$ cat config.mk
export PLATFORM = sky130hd
export DESIGN_NAME = shift_rot_unit
export DESIGN_NICKNAME = d
export VERILOG_FILES = /design/src/rtl/shift_rot_unit.sv
export SDC_FILE = /design/constraint.sdc
export NUM_CORES = 1
export LEC_CHECK = 0
export ABC_AREA = 1
export BUFFER_PORTS_ARGS = -buffer_cell sky130_fd_sc_hd__buf_2
export CORE_UTILIZATION = 51
export CTS_CLUSTER_SIZE = 16
export DETAILED_ROUTE_END_ITERATION = 16
export GPL_ROUTABILITY_DRIVEN = 0
export PLACE_DENSITY = 0.95
export SLEW_MARGIN = 10
export SYNTH_ARGS = -nofsm -noshare
export SYNTH_HDL_FRONTEND = slang
export SYNTH_SLANG_ARGS = --single-unit
$ cat constraint.sdc
create_clock -name clk -period 2.5 [get_ports clk]
set_input_delay 0.75 -clock clk [delete_from_list [all_inputs] [get_ports clk]]
set_output_delay 0.75 -clock clk [all_outputs]
set_load 0.005 [all_outputs]
$ cat src/rtl/shift_rot_unit.sv
module shift_rot_unit #(
  parameter int AW    = 16,
  parameter int C_BIT = 0,
  parameter int Z_BIT = 1,
  parameter int N_BIT = 7
) (
  input  logic          clk,
  input  logic          rst_n,
  input  logic          start,
  input  logic [1:0]    op,
  input  logic          use_mem,
  input  logic [AW-1:0] addr,
  input  logic [7:0]    acc_in,
  input  logic [7:0]    status_in,
  output logic          mem_rd,
  output logic          mem_wr,
  output logic [AW-1:0] mem_addr,
  output logic [7:0]    mem_wdata,
  input  logic [7:0]    mem_rdata,
  output logic [7:0]    result,
  output logic [7:0]    status_out,
  output logic          acc_we,
  output logic          done,
  output logic          busy
);
  typedef enum logic [2:0] {S_IDLE, S_RD, S_CAP, S_WR, S_ACC} state_t;
  state_t state;

  logic [1:0]    op_q;
  logic [AW-1:0] addr_q;
  logic [7:0]    st_q;

  logic       in_cap;
  logic [1:0] op_s;
  logic [7:0] opnd, st_base, res_n, st_n;
  logic       cin, cout;

  assign in_cap  = (state == S_CAP);
  assign op_s    = in_cap ? op_q : op;
  assign opnd    = in_cap ? mem_rdata : acc_in;
  assign st_base = in_cap ? st_q : status_in;
  assign cin     = st_base[C_BIT];

  always_comb begin
    case (op_s)
      2'b00:   {cout, res_n} = {opnd, 1'b0};
      2'b01:   {res_n, cout} = {1'b0, opnd};
      2'b10:   {cout, res_n} = {opnd, cin};
      default: {res_n, cout} = {cin, opnd};
    endcase
    st_n        = st_base;
    st_n[C_BIT] = cout;
    st_n[Z_BIT] = (res_n == 8'h00);
    st_n[N_BIT] = res_n[7];
  end

  always_ff @(posedge clk or negedge rst_n) begin
    if (!rst_n) begin
      state      <= S_IDLE;
      op_q       <= '0;
      addr_q     <= '0;
      st_q       <= '0;
      result     <= '0;
      status_out <= '0;
    end else begin
      case (state)
        S_IDLE: if (start) begin
          if (use_mem) begin
            op_q   <= op;
            addr_q <= addr;
            st_q   <= status_in;
            state  <= S_RD;
          end else begin
            result     <= res_n;
            status_out <= st_n;
            state      <= S_ACC;
          end
        end
        S_RD:  state <= S_CAP;
        S_CAP: begin
          result     <= res_n;
          status_out <= st_n;
          state      <= S_WR;
        end
        default: state <= S_IDLE;
      endcase
    end
  end

  assign mem_rd    = (state == S_RD);
  assign mem_wr    = (state == S_WR);
  assign mem_addr  = addr_q;
  assign mem_wdata = result;
  assign acc_we    = (state == S_ACC);
  assign done      = (state == S_WR) || (state == S_ACC);
  assign busy      = (state != S_IDLE);
endmodule

==> results of run 1 <==
-- state kept, by name (all words and copies together) (netlist names) --
register and cells:
st_q 6, status_out 7, mem_wdata 8, mem_addr 16, state 3, op_q 2
-- area by class of cell --
cell class,instances,area (um^2)
clock buffer,5,68.8
clock inverter,3,40.0
fill,363,1400
inverter,18,67.6
multi-input combinational,151,888
sequential,42,1050
tap,50,62.6
timing repair buffer,90,455
-- routing by layer --
metal | vias to the layer above | track usage (%) | part of all wire [%]
li1 | 900 | - | -
met1 | 805 | 24.7 | 41
met2 | 68 | 40.8 | 51
met3 | 5 | 6.51 | 6.4
met4 | 0 | 8.24 | 1.1
met5 | - | 0 | 0
-- where the power goes --
group / leakage, nW / internal, mW / switching, mW
clock network: 0.0579 / 0.294 / 0.227
logic: 0.862 / 0.666 / 0.827
registers: 0.500 / 1.02 / 0.198
-- Yosys cell counts, types with 2 or more instances --
library cell                n  area [um^2]
sky130_fd_sc_hd__a31oi_1    7         43.8
sky130_fd_sc_hd__buf_4     11         82.6
sky130_fd_sc_hd__buf_6      4         45.0
sky130_fd_sc_hd__dfrtp_1   42         1050
sky130_fd_sc_hd__inv_1     13         48.8
sky130_fd_sc_hd__inv_2      5         18.8
sky130_fd_sc_hd__mux2_1    14          158
sky130_fd_sc_hd__mux2_2     9          101
sky130_fd_sc_hd__nand2_1   62          233
sky130_fd_sc_hd__nand2_4    2         22.5
sky130_fd_sc_hd__nand3_1   15         75.1
sky130_fd_sc_hd__nand3b_1   7         52.6
sky130_fd_sc_hd__nand4_1    2         12.5
sky130_fd_sc_hd__nor2_1    14         52.6
sky130_fd_sc_hd__nor2_2     2         12.5
sky130_fd_sc_hd__nor2_4     2         22.5
sky130_fd_sc_hd__o21ai_0    9         45.0
-- cell families (layout without fill, tap and decap cells) --
| family | count (synthesis) | after routing | synth area share, % |
|---|---|---|---|
| muxes | 23 | 23 | 12.1 |
| AOI/OAI and AO/OA | 20 | 20 | 5.55 |
| buffers and inverters | 35 | 116 | 9.52 |
| and+or+nand+nor | 108 | 108 | 23.8 |
| DFF | 42 | 42 | 49.0 |
-- path summary, 6_finish.rpt --
check | end | slack, ps
worst max-delay path | busy | 440
worst min-delay path | status_out[1] | 490
worst max register to register | status_out[1] | 650
worst min register to register | status_out[1] | 490
max in group asynchronous | status_out[6] | 1340
min in group asynchronous | mem_wdata[3] | 580
-- metrics by stage --
step / area [um^2] / util, % / setup slack (ps)
6_report: 2630 / 65.4 / 444
5_1_grt: 2630 / 65.4 / 341
4_1_cts: 2630 / 65.4 / 427
3_5_place_dp: 2520 / 62.7 / 563
3_3_place_gp: 2520 / 62.7 / 597
2_1_floorplan: 2140 / - / 938
-- worst max-delay path: cells and delay by family (launching register included) --
kind | cells | cell delay, ps
buffers and inverters | 3 | 240
DFF | 1 | 460
and+or+nand+nor | 2 | 310
==> flow_summary.toml, run 1 <==
[hold_path]
holdCritPathClass = "flip-flop to flip-flop"
min_path_cells = 2
worst_hold_startpoint = "status_out[1]"

[route]
routed_wire_length_um = 4520
dr_total_vias = 1778
drt-initial-drc-count = 73
wl_per_cell_um = 12.6
antenna_violating_nets_post_route = 0
vias_per_cell = 4.95
detail_route.first_pass.iterations = 4
drc = 0

[cts]
tritoncts_clock_tree = "built"
cts.reportedPaths.clkPinSlew_ps = 80
cts_max_level = 2
post_cts_resized = 0
tritoncts_buffer_count = 5
clock_insertion_delay_worst_skew_ps = 290
max-clock-path-buffers = 2
clk_tree_root_cell = "sky130_fd_sc_hd__clkbuf_8"
ctsHoldBuffers = 0
clkSinkCount = 42
postCtsSetupBuffers = 0

[yosys]
synth_seq_cells = 42
syn_area_um2 = 2140
synthCells = 228
ys_async_rst_share_pct = 100
synth.lib_cells_used.distinct = 25
ys.warnings.count = 0
postSynthAreaPerCell_um2 = 9.40
synth_sequential_area_ratio_pct = 49.0
synth_edf_count = 0
synthesis.nets = 274
synth-main-ff-cell = "sky130_fd_sc_hd__dfrtp_1"

[critical_path]
crit_path_cell_trace = "nor2_2, inv_2, nor2_4, inv_1, buf_2"
startpoint = "state[1]"
endpoint_kind = "output pin"
path_class = "flip-flop to output pin"
timing.rr.start = "state[0]"
critPathMaxStageDelay_ps = 460
r2r_cell_count = 10
data_arrival_time_of_the_worst_path_ps = 1310
timing.critical_path.from_type = "flip-flop"
required_time_at_the_worst_slack_endpoint_ps = 1750
path_max_fanout = 6
critical-path-slowest-cell = "sky130_fd_sc_hd__dfrtp_1"

[grt]
via_count_of_the_first_global_routing_pass = 1713
overflow = 0
grt_antenna_before_repair = 0
grt_max_degree = 43
grt_first_pass_wirelength_um = 7330
grt_util_all_layers_pct = 22.6

[power_and_ir_drop]
p_leak_nw = 1.42
vdd.ir_drop.worst_v = 0.000760
total_power_mw = 3.23
power.density_nw_per_um2 = 1230

[timing]
clock_skew_ps = 8.52
setup_viol_count_final = 0
finalCritPeriodShare_pct = 82.2
tightest_slew_ps = 912
fin_setup_tns_ps = 0
unrepaired_setup_endpoints_after_global_routing = "false"
maxSlewViolCount = 0
period_minus_slack_ps = 2060
hold_ws_ps = 486
timing.final.hold_violations = 0
maxSlewHeadroom_pct = 39.2
maximum_clock_frequency_mhz = 486

[place]
detailedPlacementHpwl_um = 3360
placed_cells = 351
port-buffer-count = 88

[die]
floorplan.initialDensity_pct = 53.2
io_pins = 91
floorplan.die_area_um2 = 4470
die_width_um = 66.8
std_cell_rows = 23
overall_die_height_um = 66.8
core_area_um2 = 4030

[layout]
fin_nets = 354
mostFrequentLayoutCell = "sky130_fd_sc_hd__buf_2"
layout_common_cells = "sky130_fd_sc_hd__buf_2, sky130_fd_sc_hd__nand2_1, sky130_fd_sc_hd__dfrtp_1, sky130_fd_sc_hd__nand3_1"
final-instance-count-excl-fill = 359
area.growth.synth_to_final_pct = 22.9
drive_above_1_share_pct = 38.8
antenna_cells = 0

[job]
max_cap_viol_count = 0

[outcome]
outcome = "completed"
No activity file was read; power rests on OpenSTA's default activity.
==> run 2: changes to the inputs <==
--- a/config.mk
+++ b/config.mk
@@ -7,11 +7,11 @@
 export LEC_CHECK = 0
 export ABC_AREA = 1
 export BUFFER_PORTS_ARGS = -buffer_cell sky130_fd_sc_hd__buf_2
-export CORE_UTILIZATION = 51
+export CORE_UTILIZATION = 47
 export CTS_CLUSTER_SIZE = 16
 export DETAILED_ROUTE_END_ITERATION = 16
 export GPL_ROUTABILITY_DRIVEN = 0
-export PLACE_DENSITY = 0.95
+export PLACE_DENSITY = 0.89
 export SLEW_MARGIN = 10
 export SYNTH_ARGS = -nofsm -noshare
 export SYNTH_HDL_FRONTEND = slang
==> constraint.sdc (replaced) <==
create_clock -name clk -period 2.15 [get_ports clk]
set_input_delay 0.645 -clock clk [delete_from_list [all_inputs] [get_ports clk]]
set_output_delay 0.645 -clock clk [all_outputs]
set_load 0.005 [all_outputs]
==> run 2 against run 1 <==
First-iteration DRC count increased by 64%; sequential share of layout area decreased by 0.41 points; power increased by 15%; critical path depth decreased by 1; critical path type unchanged; critical endpoint is now done.
==> flow_summary.toml, run 2 (synthesis results as in run 1) <==
[outcome]
outcome = "completed"

[grt]
overflow = 0
grt_antenna_before_repair = 0
grt_use_met3_pct = 4.94
met2_usage_pct = 36.4
grt_max_degree = 26
globalRoute.busiestLayer = "met2"
globalRouteMet1Util_pct = 22.9
grt_first_pass_wirelength_um = 7720
via_count_of_the_first_global_routing_pass = 1791
grt_util_all_layers_pct = 19.9

[timing]
period_minus_slack_ps = 1970
maxSlewViolCount = 0
fin_setup_tns_ps = 0
tightest_slew_ps = 486
maximum_clock_frequency_mhz = 507
clock_skew_ps = 7.80
finalWorstSetupSlack_ps = 179
finalCritPeriodShare_pct = 91.7
timing.final.hold_violations = 0
unrepaired_setup_endpoints_after_global_routing = "false"
setup_viol_count_final = 0
maxSlewHeadroom_pct = 67.6

[route]
routed_wire_length_um = 4530
drc = 0
drt-initial-drc-count = 120
vias_per_cell = 5.11
dr_total_vias = 1866
detail_route.first_pass.iterations = 4
antenna_violating_nets_post_route = 0
wl_per_cell_um = 12.4

[critical_path]
path_class = "flip-flop to output pin"
endpoint_kind = "output pin"
path_max_fanout = 6
required_time_at_the_worst_slack_endpoint_ps = 1500
crit_path_cell_trace = "inv_2, nand2_1, o22ai_1, buf_2"
data_arrival_time_of_the_worst_path_ps = 1330
critPathMaxStageDelay_ps = 460
timing.critical_path.from_type = "flip-flop"
critical-path-slowest-cell = "sky130_fd_sc_hd__dfrtp_1"

[cts]
post_cts_resized = 0
clk_tree_root_cell = "sky130_fd_sc_hd__clkbuf_8"
cts.reportedPaths.clkPinSlew_ps = 80
clock_insertion_delay_worst_skew_ps = 290
ctsHoldBuffers = 0
max-clock-path-buffers = 2
tritoncts_clock_tree = "built"
cts_max_level = 2
clkSinkCount = 42
tritoncts_buffer_count = 5
postCtsSetupBuffers = 0

[layout]
postLayoutCoreUtil_pct = 61.1
drive_above_1_share_pct = 39.3
design_area_um2 = 2660
area.growth.synth_to_final_pct = 24.2
largest_reg_flops = 16
fillCellCount = 382
mostFrequentLayoutCell = "sky130_fd_sc_hd__buf_2"
antenna_cells = 0
fin_nets = 358
layout_common_cells = "sky130_fd_sc_hd__buf_2, sky130_fd_sc_hd__nand2_1, sky130_fd_sc_hd__dfrtp_1, sky130_fd_sc_hd__nand3_1"

[power_and_ir_drop]
power.density_nw_per_um2 = 1400
intPower_mw = 2.26
proportion_of_power_drawn_by_flip_flops_and_latches_pct = 38.2
p_sw_mw = 1.46
vdd.ir_drop.worst_v = 0.000633
total_power_mw = 3.72
relative_contribution_of_the_clock_network_to_total_power_pct = 14.0
power_switching_share_pct = 39.3
combinationalPowerShare_pct = 47.8
p_leak_nw = 1.43

[die]
floorplan.die_area_um2 = 4830
floorplan.initialDensity_pct = 49.2
core_area_um2 = 4350
die_width_um = 69.5
std_cell_rows = 24
overall_die_height_um = 69.5
io_pins = 91

[job]
max_cap_viol_count = 0

[hold_path]
holdCritPathClass = "primary input to asynchronous set/reset pin"

[place]
placedInstanceArea_um2 = 2570
placement.setup.worst_slack_ps = 393
detailedPlacementHpwl_um = 3400
port-buffer-count = 88
==> run 2: path summary, 6_finish.rpt <==
check / endpoint / slack [ps] / startpoint / cells after the start
min in group clk: mem_addr[4] / 490 / mem_addr[4] / 1
max in group asynchronous: st_q[5] / 1350 / rst_n / 2
max: done / 180 / state[2] / 4
max reg2reg: status_out[1] / 390 / state[2] / 10
min reg2reg: mem_addr[4] / 490 / mem_addr[4] / 1
min: mem_wdata[3] / 300 / rst_n / 1
==> run 2: layer usage <==
metal / wire length (um) / up-vias
li1: - / 908
met2: 2310 / 88
met5: 0 / -
met4: 23 / 0
met3: 358 / 4
met1: 1840 / 866
==> run 2: critical path: cells and delay by family, from the launching register on <==
kind / cells / cell delay (ps)
AOI/OAI and AO/OA: 1 / 180
buffers and inverters: 2 / 290
DFF: 1 / 460
and+or+nand+nor: 1 / 100
==> run 2: power by group through the flow <==
stage | combinational, mW | sequential (mW) | clock, mW
after floorplan | 1.22 | 1.43 | 0
after global placement | 1.74 | 1.41 | 0
final | 1.78 | 1.42 | 0.520
after detailed placement | 1.79 | 1.43 | 0
after global routing | 2.00 | 1.47 | 0.559
after CTS | 1.79 | 1.42 | 0.536
==> run 2: area by class of cell <==
cell class	count	area [um^2]	area share, %
Inverter	18	67.6	2.54
Clock inverter	1	5.00	0.188
Clock buffer	7	86.3	3.24
Multi-Input combinational cell	151	888	33.4
Sequential cell	42	1050	39.5
Timing Repair Buffer	94	498	18.7
Tap cell	52	65.1	2.44
==> run 2: per-stage QoR <==
stage	instances	hold WS (ps)
6_report	365	304
5_1_grt	365	336
4_1_cts	365	318
3_5_place_dp	357	477
3_3_place_gp	357	469
2_1_floorplan	228	349
==> run 3: changes to the inputs <==
--- a/config.mk
+++ b/config.mk
@@ -12,6 +12,7 @@
 export DETAILED_ROUTE_END_ITERATION = 16
 export GPL_ROUTABILITY_DRIVEN = 0
 export PLACE_DENSITY = 0.89
+export RECOVER_POWER = 25
 export SLEW_MARGIN = 10
 export SYNTH_ARGS = -nofsm -noshare
 export SYNTH_HDL_FRONTEND = slang
==> run 3 against run 2 <==
First-iteration DRC count unchanged; via count down 0.27%; die area unchanged; largest cell class unchanged; worst hold slack better by 190 ps; flip-flop and latch count stayed put; sequential share of layout area increased by 0.24 points; clock power is essentially flat; global-route usage stayed put.
==> flow_summary.toml, run 3 (synthesis results as in run 1) <==
[cts]
cts.reportedPaths.clkPinSlew_ps = 80
clock_insertion_delay_worst_skew_ps = 290
ctsHoldBuffers = 0
post_cts_resized = 0
clk_tree_root_cell = "sky130_fd_sc_hd__clkbuf_8"
tritoncts_clock_tree = "built"
postCtsSetupBuffers = 0
clkSinkCount = 42
cts_max_level = 2
max-clock-path-buffers = 2
tritoncts_buffer_count = 5

[hold_path]
hold_path_end = "mem_addr[4]"
min_path_cells = 1
holdCritPathClass = "flip-flop to flip-flop"
worst_hold_startpoint = "mem_addr[4]"

[timing]
fin_setup_tns_ps = 0
maximum_clock_frequency_mhz = 507
timing.final.hold_violations = 0
unrepaired_setup_endpoints_after_global_routing = "false"
maxSlewViolCount = 0
tightest_slew_ps = 1080
maxSlewHeadroom_pct = 27.8
setup_viol_count_final = 0
finalCritPeriodShare_pct = 91.8
clock_skew_ps = 7.77
period_minus_slack_ps = 1970

[grt]
via_count_of_the_first_global_routing_pass = 1791
grt_first_pass_wirelength_um = 7720
grt_antenna_before_repair = 0
overflow = 0
grt_max_degree = 26
grt_util_all_layers_pct = 19.9

[route]
drt-initial-drc-count = 120
routed_wire_length_um = 4540
drc = 0
dr_total_vias = 1861
vias_per_cell = 5.10
wl_per_cell_um = 12.4
antenna_violating_nets_post_route = 0
detail_route.first_pass.iterations = 4

[die]
floorplan.initialDensity_pct = 49.2
die_width_um = 69.5
core_area_um2 = 4350
floorplan.die_area_um2 = 4830
overall_die_height_um = 69.5
io_pins = 91
std_cell_rows = 24

[power_and_ir_drop]
combinationalPowerShare_pct = 47.8
power.density_nw_per_um2 = 1400
total_power_mw = 3.72
relative_contribution_of_the_clock_network_to_total_power_pct = 14.1
p_sw_mw = 1.46
vdd.ir_drop.worst_v = 0.000634
power_switching_share_pct = 39.4
p_leak_nw = 1.43
proportion_of_power_drawn_by_flip_flops_and_latches_pct = 38.1
intPower_mw = 2.25

[layout]
fin_nets = 358
fillCellCount = 385
layout_common_cells = "sky130_fd_sc_hd__buf_2, sky130_fd_sc_hd__nand2_1, sky130_fd_sc_hd__dfrtp_1, sky130_fd_sc_hd__nand3_1"
postLayoutCoreUtil_pct = 60.7
drive_above_1_share_pct = 39.0
area.growth.synth_to_final_pct = 23.4
largest_reg_flops = 16
mostFrequentLayoutCell = "sky130_fd_sc_hd__buf_2"
antenna_cells = 0

[critical_path]
r2r_setup_slack_ps = 380
reg_to_reg_critical_path_endpoint = "status_out[1]"
endpoint_kind = "output pin"
r2r_cell_count = 10
timing.rr.start = "state[2]"
path_max_fanout = 6
required_time_at_the_worst_slack_endpoint_ps = 1500
timing.critical_path.from_type = "flip-flop"
path_class = "flip-flop to output pin"
critPathMaxStageDelay_ps = 460
data_arrival_time_of_the_worst_path_ps = 1330
critical-path-slowest-cell = "sky130_fd_sc_hd__dfrtp_1"
crit_path_cell_trace = "inv_2, nand2_1, o22ai_1, buf_2"

[place]
port-buffer-count = 88
detailedPlacementHpwl_um = 3400

[job]
max_cap_viol_count = 0

[outcome]
outcome = "completed"
run 3: cell count changes in the layout (fill, tap and decap cells not counted), sizes merged:
cell,previous run,this run
buf,94,92
clkbuf,7,9
run 3: final cells by class:
cell class	count	area (um^2)	share of cell area [%]
Multi-Input combinational cell	151	888	33.6
Sequential cell	42	1050	39.7
Timing Repair Buffer	94	482	18.2
Tap cell	52	65.1	2.46
Clock inverter	1	5.00	0.189
Clock buffer	7	86.3	3.26
Inverter	18	67.6	2.55
run 3: per-stage QoR:
stage | hold slack (ps) | cell area (um^2) | setup WS (ps) | std cells
5_1_grt | 512 | 2650 | 112 | 365
2_1_floorplan | 349 | 2140 | 693 | 228
3_5_place_dp | 477 | 2570 | 393 | 357
4_1_cts | 318 | 2660 | 178 | 365
6_report | 489 | 2650 | 176 | 365
3_3_place_gp | 469 | 2570 | 438 | 357
run 3: worst max-delay path by stage:
stage          slack [ps]  cells past startpoint  startpoint            end
2_1_floorplan         690                      4    state[1]           busy
3_3_place_gp          440                      8     use_mem  status_out[6]
3_5_place_dp          390                      8     use_mem  status_out[2]
4_1_cts               180                      4    state[2]           done
5_1_grt               110                      4    state[2]           done
6_report              180                      4    state[2]           done
run 3: critical path, delay by kind of cell, from the launching register on:
family                 cells  cell delay, ps
AO/OA/AOI/OAI              1             180
buffers and inverters      2             290
flip-flops                 1             460
AND/OR/NAND/NOR            1             100
run 3: power groups by stage:
stage / Clock [mW] / Sequential [mW] / Combinational (mW)
floorplan: 0 / 1.43 / 1.22
global placement: 0 / 1.41 / 1.74
detailed placement: 0 / 1.43 / 1.79
CTS: 0.536 / 1.42 / 1.79
global route: 0.559 / 1.47 / 1.99
finish: 0.523 / 1.42 / 1.78
run 3: metal layers:
metal	wire length [um]	up-vias	share of wire [%]	global-route usage [%]
li1	-	908	-	-
met5	0	-	0	0
met4	48	0	1.1	5.22
met3	364	7	8.0	4.94
met1	1840	860	41	22.9
met2	2280	86	50	36.4
